==> config.mk <==
export PLATFORM = sky130hd
export DESIGN_NAME = flow_trace_buffer
export DESIGN_NICKNAME = d
export VERILOG_FILES = /design/src/rtl/trace_pkg.sv /design/src/rtl/trace_store.sv /design/src/rtl/trace_ctrl.sv /design/src/rtl/flow_trace_buffer.sv
export SDC_FILE = /design/constraint.sdc
export NUM_CORES = 2
export LEC_CHECK = 0
export BUFFER_PORTS_ARGS = -buffer_cell sky130_fd_sc_hd__buf_2
export CAP_MARGIN = 0
export CORE_ASPECT_RATIO = 0.8
export CORE_MARGIN = 5
export CORE_UTILIZATION = 62
export CTS_CLUSTER_SIZE = 16
export DETAILED_ROUTE_END_ITERATION = 12
export PLACE_DENSITY = 0.79
export SLEW_MARGIN = 15
export SYNTH_ARGS = -nofsm -noshare
export SYNTH_HDL_FRONTEND = slang
export SYNTH_HIERARCHICAL = 1
export SYNTH_SLANG_ARGS = --single-unit
==> constraint.sdc <==
create_clock -name clk -period 8.9 [get_ports clk]
set_input_delay 1.78 -clock clk [delete_from_list [all_inputs] [get_ports clk]]
set_output_delay 1.78 -clock clk [all_outputs]
set_load 0.005 [all_outputs]
==> src/rtl/trace_pkg.sv <==
package trace_pkg;
  localparam int AW = 32;

  // control bit positions (software-visible)
  localparam int CTL_PWR  = 0;
  localparam int CTL_EN   = 1;
  localparam int CTL_OVX  = 2;
  localparam int CTL_CMP1 = 3;
  localparam int CTL_CMP2 = 4;
  localparam int CTL_W    = 5;

  localparam logic [8:0] OFS_CTL  = 9'h000;
  localparam logic [8:0] OFS_STAT = 9'h004;
  localparam logic [8:0] OFS_DATA = 9'h100;

  localparam logic [3:0] LVL_RESET   = 4'd1;
  localparam logic [3:0] LVL_EXC_MAX = 4'd3;

  typedef struct packed {
    logic pop;
    logic push;
    logic markDst;
    logic markSrc;
    logic dropOldest;
  } trace_strobe_t;
endpackage

==> src/rtl/trace_store.sv <==
module trace_store
  import trace_pkg::*;
#(
  parameter int DEPTH = 16,
  localparam int IW = $clog2(DEPTH),
  localparam int CW = $clog2(DEPTH + 1)
) (
  input  logic          clk,
  input  logic          rst_n,
  input  trace_strobe_t stb,
  input  logic [AW-1:0] evSrc,
  input  logic [AW-1:0] evDst,
  output logic [CW-1:0] recCount,
  output logic [AW-1:0] new1Src,
  output logic [AW-1:0] new1Dst,
  output logic [AW-1:0] new2Src,
  output logic [AW-1:0] new2Dst,
  output logic [AW-1:0] new3Src,
  output logic [AW-1:0] new3Dst
);
  localparam logic [IW-1:0] ONE   = IW'(1);
  localparam logic [IW-1:0] TWO   = IW'(2);
  localparam logic [IW-1:0] THREE = IW'(3);

  logic [IW-1:0] topPtr;
  logic [AW-1:0] srcMem [DEPTH];
  logic [AW-1:0] dstMem [DEPTH];

  logic [IW-1:0] effTop, effNew1, effNew2;
  assign effTop  = stb.pop ? topPtr - ONE : topPtr;
  assign effNew1 = effTop - ONE;
  assign effNew2 = effTop - TWO;

  // views relative to the current top; control picks per pop
  assign new1Src = srcMem[topPtr - ONE];
  assign new1Dst = dstMem[topPtr - ONE];
  assign new2Src = srcMem[topPtr - TWO];
  assign new2Dst = dstMem[topPtr - TWO];
  assign new3Src = srcMem[topPtr - THREE];
  assign new3Dst = dstMem[topPtr - THREE];

  always_ff @(posedge clk or negedge rst_n) begin
    if (!rst_n) begin
      topPtr   <= '0;
      recCount <= '0;
    end else begin
      topPtr   <= stb.push ? effTop + ONE : effTop;
      recCount <= recCount - CW'(stb.pop) - CW'(stb.dropOldest) + CW'(stb.push);
    end
  end

  always_ff @(posedge clk or negedge rst_n) begin
    if (!rst_n) begin
      for (int i = 0; i < DEPTH; i++) begin
        srcMem[i] <= '0;
        dstMem[i] <= '0;
      end
    end else begin
      if (stb.push) begin
        srcMem[effTop] <= evSrc;
        dstMem[effTop] <= evDst;
      end
      if (stb.markDst) dstMem[effNew1][0] <= 1'b1;
      if (stb.markSrc) srcMem[effNew2][0] <= 1'b1;
    end
  end
endmodule

==> src/rtl/trace_ctrl.sv <==
module trace_ctrl
  import trace_pkg::*;
#(
  parameter int DEPTH    = 16,
  parameter int STAT_CAP = 16,
  localparam int CW = $clog2(DEPTH + 1)
) (
  input  logic             clk,
  input  logic             rst_n,
  input  logic             evValid,
  input  logic [AW-1:0]    evSrc,
  input  logic [AW-1:0]    evDst,
  input  logic             evLoop,
  input  logic [3:0]       evLevel,
  input  logic [8:0]       regAddr,
  input  logic [3:0]       regBe,
  input  logic             regWr,
  input  logic             regRd,
  input  logic [31:0]      regWdata,
  output logic [31:0]      regRdata,
  output logic             ovfExc,
  output logic [CTL_W-1:0] ctrlBits,
  input  logic [CW-1:0]    recCount,
  input  logic [AW-1:0]    new1Src,
  input  logic [AW-1:0]    new1Dst,
  input  logic [AW-1:0]    new2Src,
  input  logic [AW-1:0]    new2Dst,
  input  logic [AW-1:0]    new3Src,
  input  logic [AW-1:0]    new3Dst,
  output trace_strobe_t    stb
);
  function automatic logic sameIgnLsb(logic [AW-1:0] a, logic [AW-1:0] b);
    return a[AW-1:1] == b[AW-1:1];
  endfunction

  logic [CTL_W-1:0] ctrlQ;
  logic             halfQ;
  assign ctrlBits = ctrlQ;

  logic accOk, rdData, haveRec;
  assign accOk   = (regBe == 4'hF);
  assign rdData  = regRd && accOk && (regAddr == OFS_DATA);
  assign haveRec = (recCount != '0);

  logic popNow;
  assign popNow = rdData && haveRec && halfQ;

  // state as seen by the event after the pop
  logic [CW-1:0] effCount;
  logic [AW-1:0] topSrc, topDst, prvSrc, prvDst;
  assign effCount = recCount - CW'(popNow);
  assign topSrc   = popNow ? new2Src : new1Src;
  assign topDst   = popNow ? new2Dst : new1Dst;
  assign prvSrc   = popNow ? new3Src : new2Src;
  assign prvDst   = popNow ? new3Dst : new2Dst;

  logic qualify, full, excHit, hit1, hit2, keep;
  assign qualify = evValid && ctrlQ[CTL_PWR] && ctrlQ[CTL_EN] && !evLoop
                && (evLevel != LVL_RESET)
                && !(ctrlQ[CTL_OVX] && (evLevel <= LVL_EXC_MAX));
  assign full   = (effCount == CW'(DEPTH));
  assign excHit = qualify && full && ctrlQ[CTL_OVX];
  assign keep   = qualify && !excHit;
  assign hit1   = ctrlQ[CTL_CMP1] && (effCount != '0)
               && sameIgnLsb(evSrc, topSrc) && sameIgnLsb(evDst, topDst);
  assign hit2   = ctrlQ[CTL_CMP2] && (effCount >= CW'(2))
               && sameIgnLsb(evSrc, prvSrc) && sameIgnLsb(evDst, prvDst);

  always_comb begin
    stb            = '0;
    stb.pop        = popNow;
    stb.dropOldest = keep && full;
    stb.markDst    = keep && hit1;
    stb.markSrc    = keep && !hit1 && hit2;
    stb.push       = keep && !hit1 && !hit2;
  end

  logic [31:0] countWide, statVal;
  assign countWide = 32'(recCount);
  assign statVal   = (countWide > 32'(STAT_CAP)) ? 32'(STAT_CAP) : countWide;

  always_comb begin
    regRdata = '0;
    if (regRd && accOk) begin
      unique case (regAddr)
        OFS_CTL:  regRdata = 32'(ctrlQ);
        OFS_STAT: regRdata = statVal;
        OFS_DATA: regRdata = !haveRec ? '0 : (halfQ ? new1Src : new1Dst);
        default:  regRdata = '0;
      endcase
    end
  end

  always_ff @(posedge clk or negedge rst_n) begin
    if (!rst_n) begin
      ctrlQ  <= '0;
      halfQ  <= 1'b0;
      ovfExc <= 1'b0;
    end else begin
      ovfExc <= excHit;
      if (rdData && haveRec) halfQ <= !halfQ;
      if (regWr && accOk && (regAddr == OFS_CTL)) ctrlQ <= regWdata[CTL_W-1:0];
    end
  end
endmodule

==> src/rtl/flow_trace_buffer.sv <==
module flow_trace_buffer
  import trace_pkg::*;
#(
  parameter int DEPTH    = 16,
  parameter int STAT_CAP = 16
) (
  input  logic        clk,
  input  logic        rst_n,
  input  logic        evValid,
  input  logic [31:0] evSrc,
  input  logic [31:0] evDst,
  input  logic        evLoop,
  input  logic [3:0]  evLevel,
  output logic        ovfExc,
  input  logic [8:0]  regAddr,
  input  logic [3:0]  regBe,
  input  logic        regWr,
  input  logic        regRd,
  input  logic [31:0] regWdata,
  output logic [31:0] regRdata
);
  localparam int CW = $clog2(DEPTH + 1);

  trace_strobe_t    stb;
  logic [CW-1:0]    recCount;
  logic [CTL_W-1:0] ctrlBits;
  logic [AW-1:0]    n1s, n1d, n2s, n2d, n3s, n3d;

  trace_ctrl #(.DEPTH(DEPTH), .STAT_CAP(STAT_CAP)) u_ctrl (
    .clk(clk), .rst_n(rst_n),
    .evValid(evValid), .evSrc(evSrc), .evDst(evDst), .evLoop(evLoop), .evLevel(evLevel),
    .regAddr(regAddr), .regBe(regBe), .regWr(regWr), .regRd(regRd),
    .regWdata(regWdata), .regRdata(regRdata),
    .ovfExc(ovfExc), .ctrlBits(ctrlBits), .recCount(recCount),
    .new1Src(n1s), .new1Dst(n1d), .new2Src(n2s), .new2Dst(n2d),
    .new3Src(n3s), .new3Dst(n3d), .stb(stb)
  );

  trace_store #(.DEPTH(DEPTH)) u_store (
    .clk(clk), .rst_n(rst_n), .stb(stb), .evSrc(evSrc), .evDst(evDst),
    .recCount(recCount),
    .new1Src(n1s), .new1Dst(n1d), .new2Src(n2s), .new2Dst(n2d),
    .new3Src(n3s), .new3Dst(n3d)
  );
endmodule

* Yosys cells after proc, flatten, opt, wreduce, memory -nomap -nowiden *
Cells that the tools add are included.
W data, S select, Z words.

word-level totals
  bits in registers = 1040
  input port bits = 119
  logic and storage cells = 154
  output and inout bits = 33

cells by class
  $add $sub $neg = 9
  equality and inequality tests = 9
  muxes and demuxes = 41
  bitwise operators = 8
  reductions and logical operators = 38
  order comparisons = 12

operators with widths
  cell                   count
  $mux W512              4
  $bwmux W512            2
  $or A512 B512 Y512     2
  $bmux W32 S4           6
  $mux W32               20
  $demux W32 S4          3
  $eq A31 B31 Y1         4
  $pmux W32 S3           1
  $ge A5 B5 Y1 const B   6
  $not A4 Y5             6
  $logic_and A1 B1 Y1    29
  $lt A5 B1 Y1 const B   3
  $sub A4 B2 Y4 const B  3
  $reduce_bool A5 Y1     2
  $sub A5 B1 Y5          2
  $eq A9 B3 Y1 const B   1
  $eq A9 B9 Y1 const B   1
  $logic_not A9 Y1       1
  $mux W4                2
  $sub A4 B1 Y4 const B  2
  $logic_not A1 Y1       6
  $add A5 B1 Y5          1
  $eq A5 B5 Y1 const B   1
  $ge A5 B2 Y1 const B   1
  7 further kinds        8

* Depth between registers and ports, before layout *
  word-level depth = 16
  gate-level depth with buffers = 31
  depth with buffers taken out = 24

* Modules after synthesis *
Netlist, hierarchy kept.

modules (own cells, without submodules)
  module       cells each  area an instance (um^2)  instances  seq. area each (um^2)
  trace_store  4303        61343.8                  1          25849.8
  trace_ctrl   601         4212.8                   1          175.2

* Least setup slack after synthesis *
No wires, ideal clock.

  path type = reg-to-reg
  from = register u_store.topPtr[0]
  to = register u_store.recCount[3]
  arrival = 6851 ps
  data required time = 8777 ps
  cell stages (with the launch flop) = 31
  path slack = 1926 ps
  library setup time = 123 ps
  period minus slack after synthesis = 6974 ps
  path buffers = 8
  cells stage by stage = dfrtp_1 buf_2 clkbuf_1 buf_2 buf_2 buf_2 inv_1 ha_1 buf_2 buf_1 buf_1 mux4_2 a211oi_1 a21oi_1 inv_1 o22ai_1 or4_1 nor4_1 nand2_1 nor4_1 o2111ai_1 o31ai_2 o21ba_1 fa_1 inv_1 ha_1 inv_1 ha_1 inv_1 fa_1 xnor2_1

RTL lines
  item                    RTL line           source
  from (decl)             trace_store.sv:25  logic [IW-1:0] topPtr;
  from (signal assigned)  trace_store.sv:47  topPtr <= stb.push ? effTop + ONE : effTop;
  to (signal assigned)    trace_store.sv:48  recCount <= recCount - CW'(stb.pop) - CW'(stb.dropOldest) + CW'(stb.push);
  to (decl)               trace_store.sv:13  output logic [CW-1:0] recCount,

==> flow_summary.yaml <==
status:
  outcome: "complete, no violations"
synthesis:
  ys_warn_count: 6
  syn_area_mm2: 0.06518
  syn-num-nets: 5017
  syn_inst: 4876
  syn_area_per_cell_um2: 13.37
timing:
  fin_tns_setup_ns: 0
  rsz0062_at_grt: "no"
  finalSetupViolations: 0
  finalHoldViolCount: 0
  worst_slew_pin_slew_ns: 1.256
  clock-skew-final_ns: 0.04087
  fin_crit_ns: 7.931
  slew_violations: 0
  max_freq_mhz: 126.1
  relSlewSlack_pct: 16.28
  fin_crit_sh_pct: 89.11
critical_path:
  max_stage_delay_ns: 0.89
  crit_path_max_fanout: 60
  critical_path_required_ns: 9.50
  path_class: "reg -> reg"
  worst_path_max_delay_cell: "nor4_1"
  timing.rr.start: "u_store/topPtr[0]$_DFF_PN0_"
  cpMostUsedCell: "nand2_1"
  path_cells: "buf_4, buf_4, mux4_2, a22oi_1, nand2_1, xor2_1, nor4_1, nand2_1, nor4_1, nand4_1, nor2_1, o2111ai_1, o31ai_2, o21ba_1, nand2_1, nor3_1, nand3_4, buf_12, mux2_2"
  rr_worst_depth: 19
  crit_start: "u_store/topPtr[0]$_DFF_PN0_"
  r2r_setup_slack_ns: 0.97
  startpoint_type: "flop"
  end_kind: "flop"
  worst_ep_arrival_time_ns: 8.53
die:
  fp.dieArea_mm2: 0.1118
  die-width_um: 372.5
  rows: 106
  ios: 152
  start_util_pct: 62.45
  core_mm2: 0.1044
  die_h_um: 300
clocking:
  cts_root_buf: "clkbuf_16"
  clk_path_buf_depth: 3
  cts-resized-gates: 0
  h-tree-depth: 3
  cts_buffers: 105
  cts_hold_buf: 0
  path_clk_slew_ns: 0.06
  clkLatencyLatePin_ns: 0.74
  cts_sinks: 1040
  cts_setup_buffers: 0
  cts_tree: "built"
power_and_ir_drop:
  irDropWorstVdd_v: 0.0001587
  p_per_area_mw_per_mm2: 135.6
  p_leak_nw: 31.29
  p_total_w: 0.009543
global_routing:
  grt_pass1_wl_mm: 316.4
  grt_pass1_vias: 47650
  grt_use_met2_pct: 53.31
  grt_remaining_overflow: 0
  met3_usage_pct: 15.52
  grt_max_degree: 168
  antenna_found_initial: 16
  track_usage_pct: 38.07
  gr-usage-met1_pct: 52.22
  busiest_layer: "met2"
cells_and_area:
  fin_area_mm2: 0.07039
  drive_gt1_share_pct: 42.64
  nets: 4906
  fin_cells: 6262
  post-route-util_pct: 67.43
  syn_to_final_growth_pct: 7.988
  final.fill_count: 7336
detailed_routing:
  wirelength_mm: 213.6
  avgRoutedWirePerCell_um: 34.10
  via_count: 47750
  via_per_inst: 7.625
  firstDrtPassIters: 6
  drtAntennaViolNets: 0
  drtIter0Drc: 6898
  drc: 0
placement:
  dp_cells: 6062
  globalplace.congestion: 1.059
  io_buffers: 124
  placed_area_mm2: 0.06688
  hpwl_mm: 136.3
flow_run:
  cap_violations: 0
hold_path:
  hold_path_depth: 2
  hp-class: "reg -> reg"
==> layer usage <==
layer  share of wire (%)  routed length [um]  vias up
li1                    -                   -    18780
met1                  37               78210    24500
met2                  43               90890     3707
met3                  15               32400      752
met4                 5.6               11940       16
met5               0.057                 121        -
==> critical path, delay by kind of cell (launching register included) <==
kind,cells,cell delay (ns)
AND/OR/NAND/NOR,9,2.73
AO/OA/AOI/OAI,4,1.32
flip-flops,1,0.71
buffers and inverters,3,1.74
multiplexers,2,0.98
XOR/XNOR,1,0.18
==> report_power, final <==
group	total, W	switching [W]	internal, W
Clock	0.00453	0.00198	0.00254
Combinational	0.000289	0.000241	0.0000480
Sequential	0.00473	0.0000000706	0.00473
Total	0.00954	0.00222	0.00732
==> cell usage in the layout, fill, tap and decap left out, drive strengths merged, types with 6 or more instances in the layout <==
| master | count |
|---|---|
| o21ai | 35 |
| a31o | 16 |
| buf | 266 |
| nor2 | 77 |
| clkinv | 33 |
| o221ai | 55 |
| nand4 | 15 |
| inv | 96 |
| nand2 | 138 |
| nand3 | 15 |
| dfrtp | 1040 |
| xnor2 | 71 |
| bufinv | 7 |
| o2bb2ai | 11 |
| diode | 10 |
| a21oi | 205 |
| and2 | 52 |
| nor4 | 32 |
| a211oi | 114 |
| xor2 | 36 |
| or4 | 10 |
| mux2 | 1126 |
| mux4 | 500 |
| a22oi | 172 |
| mux2i | 244 |
| nor3 | 6 |
| nor2b | 72 |
| o22ai | 104 |
| a221o | 73 |
| ha | 20 |
| clkbuf | 146 |
| a2bb2oi | 17 |
==> worst min-delay path by stage <==
stage	startpoint	endpoint
floorplan	u_store/dstMem[416]$_DFF_PN0_	u_store/dstMem[416]$_DFF_PN0_
global placement	u_store/dstMem[416]$_DFF_PN0_	u_store/dstMem[416]$_DFF_PN0_
detailed placement	u_store/dstMem[480]$_DFF_PN0_	u_store/dstMem[480]$_DFF_PN0_
CTS	u_store/dstMem[384]$_DFF_PN0_	u_store/dstMem[384]$_DFF_PN0_
global route	u_store/dstMem[384]$_DFF_PN0_	u_store/dstMem[384]$_DFF_PN0_
finish	u_store/dstMem[416]$_DFF_PN0_	u_store/dstMem[416]$_DFF_PN0_
==> metrics by stage <==
step / hold slack (ns) / setup slack [ns]
2_1_floorplan: 0.4503 / 1.953
3_3_place_gp: 0.4639 / 1.063
3_5_place_dp: 0.4801 / 0.9528
4_1_cts: 0.4942 / 1.222
5_1_grt: 0.5156 / 0.7941
6_report: 0.4980 / 0.9695
==> area by class of cell <==
cell class / instances / area [um2] / share of cell area (%)
clock buffer: 146 / 2972 / 4.222
timing repair buffer: 266 / 2210 / 3.139
sequential: 1040 / 26030 / 36.99
multi-input combinational: 3259 / 36530 / 51.91
tap: 1404 / 1757 / 2.496
antenna: 10 / 25.02 / 0.03555
clock inverter: 44 / 500.5 / 0.7111
inverter: 93 / 354.1 / 0.5031
Power figures use the tool's default switching activity.
